File: src/rtl/adc_irq_pkg.sv
package adc_irq_pkg;
  localparam int unsigned IRQ_N = 6;

  localparam int unsigned BIT_RES = 0;
  localparam int unsigned BIT_DFT = 1;
  localparam int unsigned BIT_FLT = 2;
  localparam int unsigned BIT_TMP = 3;
  localparam int unsigned BIT_LO  = 4;
  localparam int unsigned BIT_HI  = 5;

  typedef enum logic [1:0] {
    ADDR_STS = 2'd0,
    ADDR_EN  = 2'd1,
    ADDR_MIN = 2'd2,
    ADDR_MAX = 2'd3
  } reg_addr_e;
endpackage

File: src/rtl/adc_limit_cmp.sv
module adc_limit_cmp #(
  parameter int unsigned DATA_W = 16
) (
  input  logic              vld_i,
  input  logic [DATA_W-1:0] data_i,
  input  logic [DATA_W-1:0] lo_lim_i,
  input  logic [DATA_W-1:0] hi_lim_i,
  output logic              below_o,
  output logic              above_o
);
  always_comb begin
    below_o = vld_i && (data_i < lo_lim_i);
    above_o = vld_i && (data_i > hi_lim_i);
  end

  always_comb begin
    a_excl_r4: assert (!(below_o && above_o) || (lo_lim_i > hi_lim_i));
  end
endmodule

File: src/rtl/adc_irq_sts_bank.sv
module adc_irq_sts_bank #(
  parameter int unsigned N = 6
) (
  input  logic         clk_i,
  input  logic         rst_ni,
  input  logic [N-1:0] set_i,
  input  logic [N-1:0] clr_i,
  output logic [N-1:0] sts_o
);
  logic [N-1:0] sts_q;

  for (genvar i = 0; i < N; i++) begin : g_flag
    always_ff @(posedge clk_i or negedge rst_ni) begin
      if (!rst_ni)       sts_q[i] <= 1'b0;
      else if (set_i[i]) sts_q[i] <= 1'b1;   // set beats clear
      else if (clr_i[i]) sts_q[i] <= 1'b0;
    end
  end

  assign sts_o = sts_q;

  p_set_wins_r7: assert property (@(posedge clk_i) disable iff (!rst_ni)
    (set_i != '0) |=> ((sts_q & $past(set_i)) == $past(set_i)));

  p_w1c_r2: assert property (@(posedge clk_i) disable iff (!rst_ni)
    (clr_i != '0) |=> ((sts_q & $past(clr_i & ~set_i)) == '0));

  p_hold_r2: assert property (@(posedge clk_i) disable iff (!rst_ni)
    1'b1 |=> ((sts_q & ~$past(set_i | clr_i)) == ($past(sts_q) & ~$past(set_i | clr_i))));
endmodule

File: src/rtl/adc_irq_status.sv
module adc_irq_status
  import adc_irq_pkg::*;
#(
  parameter int unsigned DATA_W = 16
) (
  input  logic              clk_i,
  input  logic              rst_ni,
  input  logic              wr_en_i,
  input  logic [1:0]        wr_addr_i,
  input  logic [DATA_W-1:0] wr_data_i,
  input  logic [1:0]        rd_addr_i,
  output logic [DATA_W-1:0] rd_data_o,
  input  logic              res_vld_i,
  input  logic [DATA_W-1:0] res_data_i,
  input  logic              dft_rdy_i,
  input  logic              flt_rdy_i,
  input  logic              tmp_rdy_i,
  output logic              irq_o
);
  localparam int unsigned PAD_W = DATA_W - IRQ_N;

  logic [IRQ_N-1:0]  en_q;
  logic [DATA_W-1:0] lo_lim_q, hi_lim_q;
  logic [IRQ_N-1:0]  sts, set_vec, clr_vec;
  logic              below, above, irq_q;

  always_ff @(posedge clk_i or negedge rst_ni) begin
    if (!rst_ni) begin
      en_q     <= '0;
      lo_lim_q <= '0;
      hi_lim_q <= '1;
    end else if (wr_en_i) begin
      case (wr_addr_i)
        ADDR_EN:  en_q     <= wr_data_i[IRQ_N-1:0];
        ADDR_MIN: lo_lim_q <= wr_data_i;
        ADDR_MAX: hi_lim_q <= wr_data_i;
        default:  ;
      endcase
    end
  end

  adc_limit_cmp #(.DATA_W(DATA_W)) u_cmp (
    .vld_i    (res_vld_i),
    .data_i   (res_data_i),
    .lo_lim_i (lo_lim_q),
    .hi_lim_i (hi_lim_q),
    .below_o  (below),
    .above_o  (above)
  );

  always_comb begin
    set_vec          = '0;
    set_vec[BIT_RES] = res_vld_i;
    set_vec[BIT_DFT] = dft_rdy_i;
    set_vec[BIT_FLT] = flt_rdy_i;
    set_vec[BIT_TMP] = tmp_rdy_i;
    set_vec[BIT_LO]  = below;
    set_vec[BIT_HI]  = above;
    clr_vec = (wr_en_i && wr_addr_i == ADDR_STS) ? wr_data_i[IRQ_N-1:0] : '0;
  end

  adc_irq_sts_bank #(.N(IRQ_N)) u_bank (
    .clk_i  (clk_i),
    .rst_ni (rst_ni),
    .set_i  (set_vec),
    .clr_i  (clr_vec),
    .sts_o  (sts)
  );

  always_ff @(posedge clk_i or negedge rst_ni) begin
    if (!rst_ni) irq_q <= 1'b0;
    else         irq_q <= |(sts & en_q);
  end
  assign irq_o = irq_q;

  always_comb begin
    case (rd_addr_i)
      ADDR_STS: rd_data_o = {{PAD_W{1'b0}}, sts};
      ADDR_EN:  rd_data_o = {{PAD_W{1'b0}}, en_q};
      ADDR_MIN: rd_data_o = lo_lim_q;
      default:  rd_data_o = hi_lim_q;
    endcase
  end

  p_above_r4: assert property (@(posedge clk_i) disable iff (!rst_ni)
    (res_vld_i && res_data_i > hi_lim_q) |=> sts[BIT_HI]);

  p_below_r5: assert property (@(posedge clk_i) disable iff (!rst_ni)
    (res_vld_i && res_data_i < lo_lim_q) |=> sts[BIT_LO]);

  p_no_lim_r8: assert property (@(posedge clk_i) disable iff (!rst_ni)
    (!res_vld_i && clr_vec == '0 && !sts[BIT_LO] && !sts[BIT_HI]) |=>
      (!sts[BIT_LO] && !sts[BIT_HI]));

  p_irq_r6: assert property (@(posedge clk_i) disable iff (!rst_ni)
    1'b1 |=> (irq_o == ($past(sts & en_q) != '0)));
endmodule

File: config.mk
export PLATFORM = sky130hd
export DESIGN_NAME = adc_irq_status
export DESIGN_NICKNAME = d
export VERILOG_FILES = /design/src/rtl/adc_irq_pkg.sv /design/src/rtl/adc_limit_cmp.sv /design/src/rtl/adc_irq_sts_bank.sv /design/src/rtl/adc_irq_status.sv
export SDC_FILE = /design/constraint.sdc
export NUM_CORES = 1
export LEC_CHECK = 0
export BUFFER_PORTS_ARGS = -buffer_cell sky130_fd_sc_hd__clkbuf_2
export CAP_MARGIN = 30
export CORE_AREA = 2 2 80 82
export CTS_CLUSTER_SIZE = 8
export DETAILED_ROUTE_END_ITERATION = 16
export DIE_AREA = 0 0 82 84
export PLACE_DENSITY = 0.72
export SETUP_SLACK_MARGIN = 0.5
export SYNTH_ARGS = -nofsm -noshare
export SYNTH_HDL_FRONTEND = slang
export SYNTH_HIERARCHICAL = 1
export SYNTH_SLANG_ARGS = --single-unit
File: constraint.sdc
create_clock -name clk_i -period 3.61 [get_ports clk_i]
set_input_delay 0.361 -clock clk_i [delete_from_list [all_inputs] [get_ports clk_i]]
set_output_delay 0.361 -clock clk_i [all_outputs]
set_load 0.02 [all_outputs]
==> results of run 1 <==
==> placed cells by master (no fill, tap or decap), drive strengths merged, types with 6 or more instances in the layout <==
master and n:
dfrtp 29, clkbuf 66, mux2 38, and2 6, inv 38, nand2 8, a21o 10, nor2b 10
dfstp 16, mux4 6, ha 31, mux2i 10, a21oi 14
==> worst max-delay path by stage <==
stage                      end  depth (start not counted)
6_report          rd_data_o[0]                          3
5_1_grt           rd_data_o[5]                          3
4_1_cts           rd_data_o[5]                          3
3_5_place_dp      rd_data_o[5]                          3
3_3_place_gp      rd_data_o[0]                          3
2_1_floorplan  u_bank/sts_o[5]                          7
==> through the flow <==
stage / power [mW] / cells / cell area [sq um] / setup WS, ns / hold slack [ns]
after CTS: 1.50 / 393 / 3400 / 1.60 / 0.223
after global routing: 1.59 / 393 / 3400 / 1.54 / 0.233
after global placement: 1.17 / 384 / 3300 / 1.64 / 0.277
after floorplan: 1.03 / 253 / 2950 / 1.96 / 0.0654
final: 1.49 / 393 / 3400 / 1.61 / 0.227
after detailed placement: 1.19 / 384 / 3300 / 1.62 / 0.287
==> final cells by class <==
| class | count | area, sq um | share of cell area |
|---|---|---|---|
| inverters | 38 | 143 | 0.0420 |
| well taps | 77 | 96.3 | 0.0284 |
| clock inverters | 1 | 5.00 | 0.00147 |
| clock buffers | 7 | 76.3 | 0.0225 |
| repair buffers | 61 | 313 | 0.0921 |
| flip-flops and latches | 45 | 1150 | 0.338 |
| multi-input cells | 164 | 1620 | 0.476 |
==> state kept, by name (all words and copies together), names as in the netlist <==
| signal | count |
|---|---|
| hi_lim_q | 16 |
| en_q | 6 |
| irq_o | 1 |
| u_bank/sts_o | 6 |
| lo_lim_q | 16 |
==> kinds of logic (layout without fill, tap and decap cells) <==
family	after synthesis	in the layout
muxes	54	54
adders and majority gates	31	31
AOI/OAI and AO/OA	36	36
buffers and inverters	44	107
DFF	45	45
and+or+nand+nor	43	43
==> power by group <==
part / switching [mW] / internal, mW / leakage [nW]
logic: 0.235 / 0.254 / 1.21
registers: 0.0770 / 0.617 / 0.493
clock network: 0.172 / 0.136 / 0.0422
==> routing by layer <==
metal | global-route usage | part of all wire
met1 | 0.257 | 0.44
met2 | 0.333 | 0.49
met3 | 0.0476 | 0.052
met4 | 0.0788 | 0.019
met5 | 0 | 0
==> metrics.txt, run 1 <==
GRT overflow 0; fraction of layout cells with a size suffix above 1 0.408; Slew HR 0.507; die area 0.00689 sq mm; total length of routed wires 6.43 mm; crit path DAT approximately 1.6 ns; Post-Synth Simple-Gate Area 0.0913; synth top area cells dfrtp_1 25%, dfstp_2 14%, ha_1 13%; Seq/Total Area, Yosys 0.389; crit-path max FO 16; Die Ht 84 microns; DRT Pass-1 Iters 4; Worst-path clk slew ~0.09 ns; commonest register cell after synthesis dfrtp_1; pwr dens 439 mW/mm^2; #FFs+latches synth 45; Synth top cells by count 38 x inv_1, 31 x ha_1, 29 x dfrtp_1; final setup vio count 0; Post-Syn Nets 327; Die Wd 82 microns; vias in the first global route roughly 2,200; Remaining DRCs 0; initial core utilization 0.484; CTS tree yes; clk root buf clkbuf_8; Post-synth EDFFs 0; Tightest Pin Transition 0.739 ns; unrepaired setup endpoints after global routing no; CORE AREA 0.00610 sq mm; Post-Synth Adder-Cell Area 0.132; Top delay family on crit path buffers and inverters; max cap viols 0; clk_skew approximately 0.0044 ns; XOR/XNOR Fraction of Synth Area 0; final core utilization 0.557; Hold Path Class input port to flop; GRT Overall Usage 0.203; Post-CTS Setup Inserts 0; WP buf/inv 2; crit end category output port; Gate Count Post-Synth 253; Syn-to-layout area delta 15.2%; crit path from rd_addr_i[0]; Synth top area share 0.246; setup total negative slack 0 ns; CP Cell Sequence clkbuf_2 > mux4_2 > clkbuf_2; FF-to-FF End u_bank/sts_o[5]; largest family of logic cells by synthesized area multiplexers; Syn Std Cell Area 0.00295 sq mm; Yosys warnings 6; initial antenna violation count 0; Worst EP required approximately 3.3 ns; Crit Path Class input port to output port; most frequent cell after synthesis inv_1; global-route wire length before repair 10.5 mm; vias about 2,100; post-synthesis cell type count 31; R2R Path Start hi_lim_q[14]; Final Max Tran Viols 0; num rows 29; Clock Sinks 45; largest net degree at the start of global routing 33; most frequent CP cell clkbuf_2; post-synthesis mux area share 0.250; Final ANT Viol Nets 0; Final Hold Vio Count 0; buffers added on ports 59; FFs w/ async S/R, synth 1.00; Worst Hold Path Cells 2; P_leak 1.74 nW; hold worst-path end u_bank/sts_o[1]; vias per inst about 5.3; DR iter-0 viols 67; slowest cell on the critical path mux4_2; startpoint types input port; Syn Area/Cell about 12 sq um; Synth Area in Compound Gates 0.0751; Inserted Clock Buffers 5; cell taking the most area after synthesis dfrtp_1; cts repair resizes 0; peak supply drop 0.000276 V; # hold bufs at CTS 1; Final min period approximately 2.0 ns; maximum root-to-sink buffer count 2; R2R Setup Slk 1.81 ns; Reg2Reg Depth 7; Tcrit/Tclk final 0.555; CTS HTree Levels 2; n_diodes 0; Final HPWL DP 4.78 mm; Wirelength per Cell between 15 and 20 microns; CP peak stage delay about 0.60 ns; FMAX 499 MHz; IO Pins 60; number of fill cells 552; Skew-Pair Late Insertion Delay 0.30 ns; RePlAce Congestion ~0.83; status finished clean; nets 389; min-delay src dft_rdy_i
(Power assumes the default switching activity.)
==> inputs of run 2 (changes only) <==
--- a/config.mk
+++ b/config.mk
@@ -11,7 +11,7 @@
 export CTS_CLUSTER_SIZE = 8
 export DETAILED_ROUTE_END_ITERATION = 16
 export DIE_AREA = 0 0 82 84
-export PLACE_DENSITY = 0.72
+export PLACE_DENSITY = 0.74
 export SETUP_SLACK_MARGIN = 0.5
 export SYNTH_ARGS = -nofsm -noshare
 export SYNTH_HDL_FRONTEND = slang
==> constraint.sdc (replaced) <==
create_clock -name clk_i -period 1.8 [get_ports clk_i]
set_input_delay 0.18 -clock clk_i [delete_from_list [all_inputs] [get_ports clk_i]]
set_output_delay 0.18 -clock clk_i [all_outputs]
set_load 0.02 [all_outputs]
==> run 2 against run 1 <==
Worst setup slack got worse by 1.5 ns. Global-route usage rose by 1.0 points. Register-to-register slack got worse by 1.7 ns. Sequential cell count did not move. Clock power rose to 2.7 times the previous value.
==> metrics.txt, run 2 (synthesized netlist as in run 1, its figures left out) <==
crit path DAT 1.89 ns; Final Hold Vio Count 0; fraction of layout cells with a size suffix above 1 0.545; CTS HTree Levels 2; Slew HR 0.648; Tightest Pin Transition between 0.5 and 0.6 ns; Inserted Clock Buffers 5; Crit Path Class flop to flop; IO Pins 60; CORE AREA between 0.006 and 0.007 sq mm; Remaining DRCs 0; Syn-to-layout area delta 33.0%; initial antenna violation count 0; Clock Sinks 45; Regs by FF count hi_lim_q (16), lo_lim_q (16); peak supply drop around 0.00050 V; global-route wire length before repair 11.3 mm; Die Wd 82 microns; Tcrit/Tclk final 0.932; RePlAce Congestion 0.859; initial core utilization 0.484; Skew-Pair Late Insertion Delay 0.31 ns; number of fill cells 502; die area 0.00689 sq mm; DR iter-0 viols 60; GRT Overall Usage 0.214; most common cell after layout, fill and taps aside clkbuf_2; vias per inst 5.22; vias 2,183; FMAX 596 MHz; pwr dens 908 mW/mm^2; Final HPWL DP 4.73 mm; most frequent cells in the layout 43 x clkbuf_2, 29 x dfrtp_1, 28 x buf_4, 28 x inv_1, 20 x mux2_4; nets 414; max cap viols 0; Die Ht approximately 84 microns; Wirelength per Cell 16.6 microns; Hold Path Class input port to flop; Worst-path clk slew about 0.1 ns; Final ANT Viol Nets 0; total length of routed wires 6.93 mm; setup ws final 0.122 ns; unrepaired setup endpoints after global routing yes; GRT overflow 0; largest net degree at the start of global routing 27; crit end category flop; num rows 29; Final min period 1.68 ns; crit-path max FO 3; maximum root-to-sink buffer count 2; vias in the first global route 2,368; final setup vio count 0; setup total negative slack 0 ns; Worst EP required 2.01 ns; CTS tree yes; buffers added on ports 59; startpoint types flop; clk root buf clkbuf_8; P_leak 1.91 nW; Final Max Tran Viols 0; status finished clean; Place WS between 0.1 and 0.15 ns; n_diodes 0; clk_skew 0.0148 ns; DRT Pass-1 Iters 4
==> run 2: stage by stage <==
stage | cells | area, sq um | util | total power [mW] | hold WS, ns
after detailed placement | 387 | 3400 | 0.557 | 2.43 | 0.176
after global placement | 387 | 3400 | 0.557 | 2.40 | 0.168
after global routing | 418 | 3920 | 0.643 | 3.78 | 0.0592
after CTS | 416 | 3820 | 0.627 | 3.49 | 0.0489
final | 418 | 3920 | 0.643 | 3.56 | 0.0575
after floorplan | 253 | 3010 | - | 2.10 | -0.116
==> run 2: critical path: stages, from the launching register on <==
cell and delay (ns):
dfstp_2 0.56, inv_1 0.06, ha_1 0.27, nand4_1 0.10, nor2_2 0.19, nand2_1 0.09
o21ai_2 0.13, a21oi_2 0.04, a21o_1 0.15
==> run 2: layout make-up <==
cell class | instances | area, sq um | area share
multi-input combinational | 164 | 1810 | 0.461
clock buffer | 6 | 82.6 | 0.0211
sequential | 45 | 1150 | 0.292
inverter | 38 | 143 | 0.0364
timing repair buffer | 86 | 609 | 0.155
clock inverter | 2 | 37.5 | 0.00958
tap | 77 | 96.3 | 0.0246
==> run 2: where the power goes <==
group | switching, mW | total (mW) | internal [mW]
Sequential | 0.133 | 1.37 | 1.24
Clock | 0.373 | 0.825 | 0.452
Combinational | 0.597 | 1.36 | 0.764
==> run 2: final timing paths <==
| path | start | to | cells after the start | slack, ns |
|---|---|---|---|---|
| max in group asynchronous | rst_ni | hi_lim_q[2] | 3 | 0.82 |
| min in group asynchronous | rst_ni | lo_lim_q[9] | 2 | 0.37 |
| hold reg to reg | u_bank/sts_o[0] | u_bank/sts_o[0] | 1 | 0.53 |
| setup reg to reg | hi_lim_q[8] | u_bank/sts_o[5] | 8 | 0.12 |
| setup / recovery | hi_lim_q[8] | u_bank/sts_o[5] | 8 | 0.12 |
| hold / removal | flt_rdy_i | u_bank/sts_o[2] | 2 | 0.06 |
==> run 2: what timing repair did <==
item / in CTS / in global routing
gates resized for setup: 31 / 37
pin swaps: 19 / 5
buffers inserted: 20 / 2
setup endpoints to repair: 18 / 18
hold endpoints to repair: 11 / 0
hold buffers: 1 / 0
==> run 2: per-layer routing <==
layer / vias up / GRT usage / share of wire
li1: 1053 / - / -
met1: 1075 / 0.277 / 0.44
met2: 49 / 0.370 / 0.51
met3: 6 / 0.0379 / 0.044
met4: 0 / 0.0409 / 0.0066
met5: - / 0 / 0
==> inputs of run 3 (changes only) <==
--- a/config.mk
+++ b/config.mk
@@ -11,7 +11,7 @@
 export CTS_CLUSTER_SIZE = 8
 export DETAILED_ROUTE_END_ITERATION = 16
 export DIE_AREA = 0 0 82 84
-export PLACE_DENSITY = 0.74
+export PLACE_DENSITY = 0.72
 export SETUP_SLACK_MARGIN = 0.5
 export SYNTH_ARGS = -nofsm -noshare
 export SYNTH_HDL_FRONTEND = slang
==> constraint.sdc (replaced) <==
create_clock -name clk_i -period 2.1 [get_ports clk_i]
set_input_delay 0.21 -clock clk_i [delete_from_list [all_inputs] [get_ports clk_i]]
set_output_delay 0.21 -clock clk_i [all_outputs]
set_load 0.02 [all_outputs]
==> run 3 against run 2 <==
Clock skew decreased by 0.0080 ns. Hold slack improved by 0.031 ns. Clock power fell by 36%. Count of clock-buffer cells in the layout up 2. Wire length down 8.6%. Critical path depth did not move. Critical path type unchanged.
==> metrics.txt, run 3 (synthesized netlist as in run 1, its figures left out) <==
FF-to-FF End u_bank/sts_o[5]; n_diodes 0; CTS tree yes; pwr dens 745 mW/mm^2; DR iter-0 viols between 70 and 80; CORE AREA around 0.006 sq mm; Inserted Clock Buffers 5; Worst Hold Path Cells 2; IO Pins 60; global-route wire length before repair approximately 10 mm; RePlAce Congestion 0.821; GRT overflow 0; vias per inst between 5 and 6; Clock Sinks 45; Hold Slack 0.0881 ns; most frequent cells in the layout 55 x clkbuf_2, 34 x inv_1, 29 x dfrtp_1, 26 x ha_1, 20 x mux2_4; Die Wd 82 microns; Tcrit/Tclk final 0.808; WP buf/inv 1; DRT Pass-1 Iters 4; CP Cell Sequence inv_2 > ha_4 > nand4_1 > nor2_2 > nand2_1 > o21ai_1 > a21oi_1 > a21o_1; FMAX 589 MHz; die area 0.00689 sq mm; initial core utilization 0.484; Finished Layout Cells 405; largest net degree at the start of global routing 25; setup total negative slack 0 ns; Hold Path Class input port to flop; Reg2Reg Depth 8; peak supply drop 0.000433 V; maximum root-to-sink buffer count 2; clk_skew 0.00680 ns; clk root buf clkbuf_8; P_leak approximately 1.8 nW; Worst EP required 2.30 ns; slowest cell on the critical path dfstp_2; status finished clean; crit-path max FO 3; Final HPWL DP between 4 and 5 mm; most common cell after layout, fill and taps aside clkbuf_2; total length of routed wires 6.34 mm; Inst Count DP 386; Final Hold Vio Count 0; min-delay src flt_rdy_i; initial antenna violation count 0; Top delay family on crit path flip-flops; Skew-Pair Late Insertion Delay 0.30 ns; Slew HR 0.604; R2R Setup Slk 0.40 ns; vias 2,115; Wirelength per Cell 15.6 microns; Syn-to-layout area delta 21.3%; CTS HTree Levels 2; startpoint types flop; vias in the first global route between 2,000 and 2,500; hold worst-path end u_bank/sts_o[2]; crit path DAT 1.89 ns; unrepaired setup endpoints after global routing yes; Remaining DRCs 0; Place WS 0.344 ns; Worst-path clk slew 0.09 ns; Final min period 1.70 ns; Crit path depth 8; GRT Overall Usage 0.196; Final Max Tran Viols 0; crit end category flop; num rows 29; nets 401; CP peak stage delay 0.55 ns; final setup vio count 0; Pwr Total 2.66 mW; max cap viols 0; Final ANT Viol Nets 0; buffers added on ports 59; fraction of layout cells with a size suffix above 1 0.463; Crit Path Class flop to flop; Regs by FF count hi_lim_q (16), lo_lim_q (16); Die Ht 84 microns; setup ws final 0.403 ns; R2R Path Start hi_lim_q[15]; Tightest Pin Transition roughly 0.59 ns
run 3: cell count changes in the layout (fill, tap and decap cells not counted), sizes merged:
| cell | delta |
|---|---|
| bufinv | -1 |
| clkbuf | +14 |
| buf | -25 |
| clkinvlp | -1 |
run 3: how the worst max path moves through the flow:
stage	end	slack (ns)	from
2_1_floorplan	u_bank/sts_o[5]	0.51	hi_lim_q[7]
3_3_place_gp	u_bank/sts_o[5]	0.44	hi_lim_q[7]
3_5_place_dp	u_bank/sts_o[5]	0.34	hi_lim_q[7]
4_1_cts	u_bank/sts_o[5]	0.41	hi_lim_q[14]
5_1_grt	u_bank/sts_o[5]	0.27	hi_lim_q[15]
6_report	u_bank/sts_o[5]	0.40	hi_lim_q[15]
run 3: final cells by class:
cell class,instances,area (sq um)
clock buffer,8,80.1
sequential,45,1150
tap,77,96.3
multi-input combinational,164,1690
inverter,38,143
timing repair buffer,73,422
fill,535,2520
run 3: per-stage QoR:
stage	area [sq um]	util
2_1_floorplan	2980	-
3_3_place_gp	3370	0.552
3_5_place_dp	3370	0.552
4_1_cts	3540	0.581
5_1_grt	3580	0.587
6_report	3580	0.587
run 3: report_power, final:
part,internal [mW],switching (mW)
Combinational,0.512,0.451
Sequential,1.06,0.115
Clock,0.237,0.289
run 3: repair_timing:
action,in CTS,in global routing
buffers inserted,8,2
endpoints found under the setup margin,2,10
hold endpoints to repair,13,0
resized for setup,6,9
hold buffers,1,0
pin swaps,11,4
run 3: layer usage:
metal	share of wire	routed length, microns	vias up	GRT usage
met3	0.050	318	5	0.0390
met5	0	0	-	0
met2	0.49	3130	54	0.331
met1	0.45	2840	1023	0.263
li1	-	-	1033	-
met4	0.0071	45	0	0.0318
